==> src/rtl/exec_state_pkg.sv <==
// Package: types shared by the execution-state controller.
// Assumes: none; holds only the mode encoding.
package exec_state_pkg;
    typedef enum logic {
        MODE_THREAD  = 1'b0,
        MODE_HANDLER = 1'b1
    } exec_mode_e;
endpackage

==> src/rtl/mode_tracker.sv <==
// Module: mode_tracker
// Holds the execution mode and the number of the active exception.
// Assumes: one exception at a time. Entry is taken only from thread mode
// and return only from handler mode. Interrupt line indices are turned
// into exception numbers when the entry is taken.
module mode_tracker
    import exec_state_pkg::*;
#(
    parameter int EXC_W    = 9,
    parameter int IRQ_BASE = 16
) (
    input  logic             clk,
    input  logic             rst_n,
    input  logic             exc_req,
    input  logic             exc_is_irq,
    input  logic [EXC_W-1:0] exc_num,
    input  logic             exc_ret,
    output exec_mode_e       mode,
    output logic [EXC_W-1:0] act_exc
);
    localparam logic [EXC_W-1:0] IRQ_OFS = EXC_W'(IRQ_BASE);

    logic             take_entry;
    logic             take_ret;
    logic [EXC_W-1:0] entry_num;

    // Work out which strobes are legal in the current mode, and the number to record.
    always_comb begin
        take_entry = (mode == MODE_THREAD)  && exc_req;
        take_ret   = (mode == MODE_HANDLER) && exc_ret;
        entry_num  = exc_is_irq ? (exc_num + IRQ_OFS) : exc_num;
    end

    // Update the mode and the active exception number on each edge.
    always_ff @(posedge clk) begin
        if (!rst_n) begin
            mode    <= MODE_THREAD;
            act_exc <= '0;
        end else if (take_entry) begin
            mode    <= MODE_HANDLER;
            act_exc <= entry_num;
        end else if (take_ret) begin
            mode    <= MODE_THREAD;
            act_exc <= '0;
        end
    end

    // a nested entry request leaves the recorded number alone
    a_r10_nested_ignored: assert property (@(posedge clk) disable iff (!rst_n)
        (mode == MODE_HANDLER && exc_req && !exc_ret) |=> (mode == MODE_HANDLER) && $stable(act_exc))
        else $error("nested entry changed state");

    // a return strobe in thread mode keeps thread mode
    a_r10_stray_return: assert property (@(posedge clk) disable iff (!rst_n)
        (mode == MODE_THREAD && exc_ret && !exc_req) |=> (mode == MODE_THREAD))
        else $error("stray return changed mode");
endmodule

==> src/rtl/priv_reg.sv <==
// Module: priv_reg
// Holds control bit 0, which makes thread execution unprivileged when set.
// Assumes: a write is judged by the mode and bit value before the edge.
// Handler code and privileged thread code may write; unprivileged thread
// code may not.
module priv_reg (
    input  logic clk,
    input  logic rst_n,
    input  logic in_handler,
    input  logic wr_en,
    input  logic wr_bit0,
    output logic thread_unpriv
);
    logic wr_ok;

    // A write counts only when the current execution is privileged.
    always_comb begin
        wr_ok = wr_en && (in_handler || !thread_unpriv);
    end

    // Store the privilege bit.
    always_ff @(posedge clk) begin
        if (!rst_n) begin
            thread_unpriv <= 1'b0;
        end else if (wr_ok) begin
            thread_unpriv <= wr_bit0;
        end
    end

    // unprivileged thread code cannot clear the bit
    a_r3_locked_when_unpriv: assert property (@(posedge clk) disable iff (!rst_n)
        (!in_handler && thread_unpriv) |=> thread_unpriv)
        else $error("unprivileged write took effect");

    // a privileged thread write of 1 drops privilege
    a_r2_priv_drop: assert property (@(posedge clk) disable iff (!rst_n)
        (!in_handler && !thread_unpriv && wr_en && wr_bit0) |=> thread_unpriv)
        else $error("privilege drop not taken");
endmodule

==> src/rtl/status_view.sv <==
// Module: status_view
// Builds the visible outputs from the stored state: effective privilege,
// the program status exception field and the control read word.
// Assumes: purely combinational; the inputs come from registers.
module status_view #(
    parameter int EXC_W  = 9,
    parameter int CTRL_W = 32
) (
    input  logic              in_handler,
    input  logic              thread_unpriv,
    input  logic [EXC_W-1:0]  act_exc,
    output logic              priv_eff,
    output logic [EXC_W-1:0]  psr_exc,
    output logic [CTRL_W-1:0] ctl_rd_data
);
    // Handler mode is always privileged; in thread mode the field reads zero.
    always_comb begin
        priv_eff    = in_handler || !thread_unpriv;
        psr_exc     = in_handler ? act_exc : '0;
        ctl_rd_data = {{(CTRL_W-1){1'b0}}, thread_unpriv};
    end
endmodule

==> src/rtl/exec_state_ctrl.sv <==
// Module: exec_state_ctrl (top)
// Mode and privilege controller: joins the mode tracker, the privilege
// register and the output view.
// Assumes: the sequencer sends single-cycle strobes. Exception numbers
// are nonzero. Only bit 0 of the control word is held.
module exec_state_ctrl
    import exec_state_pkg::*;
#(
    parameter int EXC_W    = 9,
    parameter int CTRL_W   = 32,
    parameter int IRQ_BASE = 16
) (
    input  logic              clk,
    input  logic              rst_n,
    input  logic              exc_req,
    input  logic              exc_is_irq,
    input  logic [EXC_W-1:0]  exc_num,
    input  logic              exc_ret,
    input  logic              ctl_wr_en,
    input  logic [CTRL_W-1:0] ctl_wr_data,
    output logic [CTRL_W-1:0] ctl_rd_data,
    output logic              in_handler,
    output logic              priv_eff,
    output logic [EXC_W-1:0]  psr_exc
);
    exec_mode_e       mode;
    logic [EXC_W-1:0] act_exc;
    logic             thread_unpriv;
    logic             unused_wr_hi;

    // Upper write bits are not held.
    assign unused_wr_hi = ^ctl_wr_data[CTRL_W-1:1];
    // Present the mode as a plain bit.
    assign in_handler   = (mode == MODE_HANDLER);

    mode_tracker #(.EXC_W(EXC_W), .IRQ_BASE(IRQ_BASE)) mode_i (
        .clk(clk), .rst_n(rst_n), .exc_req(exc_req), .exc_is_irq(exc_is_irq),
        .exc_num(exc_num), .exc_ret(exc_ret), .mode(mode), .act_exc(act_exc)
    );

    priv_reg priv_i (
        .clk(clk), .rst_n(rst_n), .in_handler(in_handler), .wr_en(ctl_wr_en),
        .wr_bit0(ctl_wr_data[0]), .thread_unpriv(thread_unpriv)
    );

    status_view #(.EXC_W(EXC_W), .CTRL_W(CTRL_W)) view_i (
        .in_handler(in_handler), .thread_unpriv(thread_unpriv), .act_exc(act_exc),
        .priv_eff(priv_eff), .psr_exc(psr_exc), .ctl_rd_data(ctl_rd_data)
    );

    // entry from thread mode lands in handler mode with privilege
    a_r4_entry_privileged: assert property (@(posedge clk) disable iff (!rst_n)
        (!in_handler && exc_req) |=> (in_handler && priv_eff))
        else $error("entry did not reach privileged handler mode");

    // return from handler mode lands in thread mode
    a_r6_return_thread: assert property (@(posedge clk) disable iff (!rst_n)
        (in_handler && exc_ret) |=> !in_handler)
        else $error("return did not reach thread mode");

    // a raw exception number is recorded unchanged
    a_r7_raw_number: assert property (@(posedge clk) disable iff (!rst_n)
        (!in_handler && exc_req && !exc_is_irq) |=> (psr_exc == $past(exc_num)))
        else $error("exception field mismatch");

    // a handler write of 0 restores privilege after the return
    a_r5_restore: assert property (@(posedge clk) disable iff (!rst_n)
        (in_handler && ctl_wr_en && !ctl_wr_data[0] && !exc_ret) |=> (ctl_rd_data[0] == 1'b0))
        else $error("handler clear not taken");
endmodule

==> config.mk <==
export PLATFORM = sky130hd
export DESIGN_NAME = exec_state_ctrl
export DESIGN_NICKNAME = d
export VERILOG_FILES = /design/src/rtl/exec_state_pkg.sv /design/src/rtl/mode_tracker.sv /design/src/rtl/priv_reg.sv /design/src/rtl/status_view.sv /design/src/rtl/exec_state_ctrl.sv
export SDC_FILE = /design/constraint.sdc
export NUM_CORES = 1
export LEC_CHECK = 0
export ABC_CLOCK_PERIOD_IN_PS = 2700
export BUFFER_PORTS_ARGS = -buffer_cell sky130_fd_sc_hd__clkbuf_2
export CORE_MARGIN = 10
export CORE_UTILIZATION = 36
export DETAILED_ROUTE_END_ITERATION = 7
export HOLD_SLACK_MARGIN = 0.05
export PLACE_DENSITY = 0.85
export SYNTH_ARGS = -nofsm -noshare
export SYNTH_HDL_FRONTEND = slang
export SYNTH_SLANG_ARGS = --single-unit
==> constraint.sdc <==
create_clock -name clk -period 2.7 [get_ports clk]
set_input_delay 0.54 -clock clk [delete_from_list [all_inputs] [get_ports clk]]
set_output_delay 0.54 -clock clk [all_outputs]
set_load 0.005 [all_outputs]
==> key figures <==
Die
  – Core area: 0.002170 sq mm
  – Starting density of the core: 36.97%
  – Chip height: 67.20 um
  – # IOs: 90
  – Die X: 67.20 um
  – Rows: 17
  – DIE AREA: 0.004516 sq mm

Timing
  – Skew final: 0.002812 ns
  – Setup violators final: 0
  – Final setup TNS: 0 ns
  – Final min period: 1.769 ns
  – RSZ-0062 raised after global routing: no
  – Max-slew violations: 0
  – Fmax: 565.2 MHz
  – Ratio of final minimum period to clock period: ~66%
  – Slew HR: 52.23%
  – Final Hold Viols: 0
  – Least-Margin Pin Slew: a little over 0.7 ns

Drt
  – Final ANT Viol Nets: 0
  – DRC viols: 0
  – Wire per inst: 12.47 um
  – Drt pass-1 iters: 2
  – WL final: 1846 um
  – Vias per cell: 4.128
  – Initial DRC Count: 15
  – Vias: 611

Clocking
  – Clk buf depth: 2
  – Clock root cell: clkbuf_4
  – # clock sinks: 11
  – Hold bufs inserted after CTS: 0
  – H-tree Lvls: 1
  – CTS tree: yes
  – Setup bufs post-CTS: 0
  – Number of CTS-inserted buffers: 3
  – CTS resizes: 0
  – CTS clock-pin slew for the worst setup and hold paths: about 0.070 ns
  – Clk_lat worst skew: between 0.2 and 0.3 ns

Layout
  – # diodes: 0
  – Nets: 169
  – # fillers: 237
  – Storage cell area: 220.2 sq um
  – Final design utilization: 39.56%
  – Share of cells above drive strength 1: between 20% and 30%
  – Multi-input logic area: 441.7 sq um
  – Layout area overhead: 7.020%

Power
  – P_leak: 0.0004192 uW
  – Max VDD drop: 181.6 uV
  – Power per standard cell area: between 400 and 500 mW/mm^2
  – Tot Pwr: 367.1 uW

Critical path
  – CP max stage cell: dfxtp_1
  – Worst path max stage delay: 0.64 ns
  – Worst setup SP type: register
  – CP endpoint kind: output port
  – Crit-path max FO: 16
  – CP arrival: 1.23 ns
  – Worst-path cell chain: and2_1, clkbuf_2
  – CP Class: reg -> out
  – Critical path required time: between 2 and 2.5 ns

Global route
  – Largest net degree at the start of global routing: 17
  – Global-route usage over all layers: 7.131%
  – Vias in the first global route: roughly 600
  – Initial antenna violation count: 0
  – GR Overflow Total: 0
  – Global-route wire length before repair: roughly 2500 um

Placed design
  – HPWL reported at the end of detailed placement: 1598 um
  – RePlAce Congestion: 0.7198
  – Port bufs: 27

Synthesis
  – Synth warn: 0
  – Yosys reg bits: 11
  – Library cells used by synthesis: 21
  – Synth Cell Area: 802.0 sq um
  – Seq/Total Area, Yosys: a little over a quarter
  – Post-synthesis instance total: 94
  – Avg Cell Area, Syn: 8.532 sq um

Run
  – Max-cap violation count: 0

Min path
  – Hold Crit Class: reg -> reg

Run status
  – Outcome: completed
-- state kept, by name (all words and copies together), names as in the netlist --
name                  cells
priv_i.thread_unpriv      1
mode_i.mode               1
mode_i.act_exc            9
-- metal layers --
metal,share of wire [%],track usage (%),vias up,wire length (um)
li1,-,-,304,-
met1,29,5.660,282,540
met2,57,14.57,25,1059
met3,13,3.471,0,246
met4,0,2.308,0,0
met5,0,0,-,0
-- worst max-delay path, delay by kind of cell (launching register included) --
| family | cells | cell delay (ns) |
|---|---|---|
| buffers and inverters | 1 | 0.12 |
| AND/OR/NAND/NOR | 1 | 0.21 |
| flip-flops | 1 | 0.64 |
-- where the power goes --
| group | leakage [uW] | internal [uW] | switching [uW] |
|---|---|---|---|
| logic | 0.000314 | 31.4 | 41.6 |
| clock network | 0.0000150 | 57.1 | 55.3 |
| registers | 0.0000905 | 173 | 9.05 |
-- path summary, 6_finish.rpt --
check / slack (ns) / from / endpoint / cells after the start
setup / recovery: 0.93 / mode_i.mode$_SDFFE_PN0P_ / psr_exc[2] / 2
hold / removal: 0.46 / mode_i.act_exc[6]$_SDFFE_PN0P_ / mode_i.act_exc[6]$_SDFFE_PN0P_ / 2
setup reg to reg: 1.19 / mode_i.mode$_SDFFE_PN0P_ / mode_i.act_exc[3]$_SDFFE_PN0P_ / 3
hold reg to reg: 0.46 / mode_i.act_exc[6]$_SDFFE_PN0P_ / mode_i.act_exc[6]$_SDFFE_PN0P_ / 2
-- layout by cell type, fill, tap and decap left out --
cell type  Yosys  final
nand2b_1       1      1
and2_1         9      9
o21ai_0        1      1
a22oi_1        7      7
nand4_1        4      4
dfxtp_1       11     11
o21ai_1        1      1
ha_1           1      1
clkbuf_4       0      3
mux2_2         1      1
mux2i_4        1      1
clkbuf_2       0     27
nand2_1        3      3
a21oi_1        1      1
nand3b_1       2      2
nand3_1        3      3
o211ai_1       2      2
clkbuf_1       2      1
conb_1         1     31
xor2_1         2      2
nor2b_1        8      8
-- metrics by stage --
step	cell area [sq um]	cells	setup slack [ns]	hold slack, ns
2_1_floorplan	914.6	124	1.325	0.4321
3_3_place_gp	832.0	144	1.068	0.4443
3_5_place_dp	832.0	144	1.029	0.4590
4_1_cts	858.3	148	0.8983	0.4684
5_1_grt	858.3	148	0.8075	0.5009
6_report	858.3	148	0.9307	0.4632
-- logic make-up (layout without fill, tap and decap cells) --
| group | Yosys count | count (layout) | synth area share (%) |
|---|---|---|---|
| and+or+nand+nor | 30 | 30 | 22.31 |
| xor gates and xnor gates | 2 | 2 | 2.184 |
| buffers and inverters | 35 | 31 | 31.51 |
| adders and majority gates | 1 | 1 | 1.560 |
| AOI/OAI and AO/OA | 12 | 12 | 10.29 |
| DFF | 11 | 11 | 27.46 |
| other | 1 | 31 | 0.4676 |
| muxes | 2 | 2 | 4.212 |
-- cell usage after synthesis --
library cell | count | area share [%]
mux2i_4 | 1 | 2.8
nand4_1 | 4 | 3.1
a21oi_1 | 1 | 0.62
o21ai_1 | 1 | 0.62
nand2b_1 | 1 | 0.78
nor2b_1 | 8 | 6.2
dfxtp_1 | 11 | 27
nand3_1 | 3 | 1.9
buf_2 | 1 | 0.62
a22oi_1 | 7 | 6.6
nand2_1 | 3 | 1.4
o21ai_0 | 1 | 0.62
o211ai_1 | 2 | 1.9
buf_4 | 32 | 30
ha_1 | 1 | 1.6
clkbuf_1 | 2 | 0.94
nand3b_1 | 2 | 1.9
conb_1 | 1 | 0.47
xor2_1 | 2 | 2.2
and2_1 | 9 | 7.0
mux2_2 | 1 | 1.4
-- area by class of cell --
class | count | area share, %
clock buffer | 4 | 3.061
multi-input combinational | 78 | 51.46
sequential | 11 | 25.66
tap | 28 | 4.082
timing repair buffer | 27 | 15.74
No activity file was read; power rests on OpenSTA's default activity.
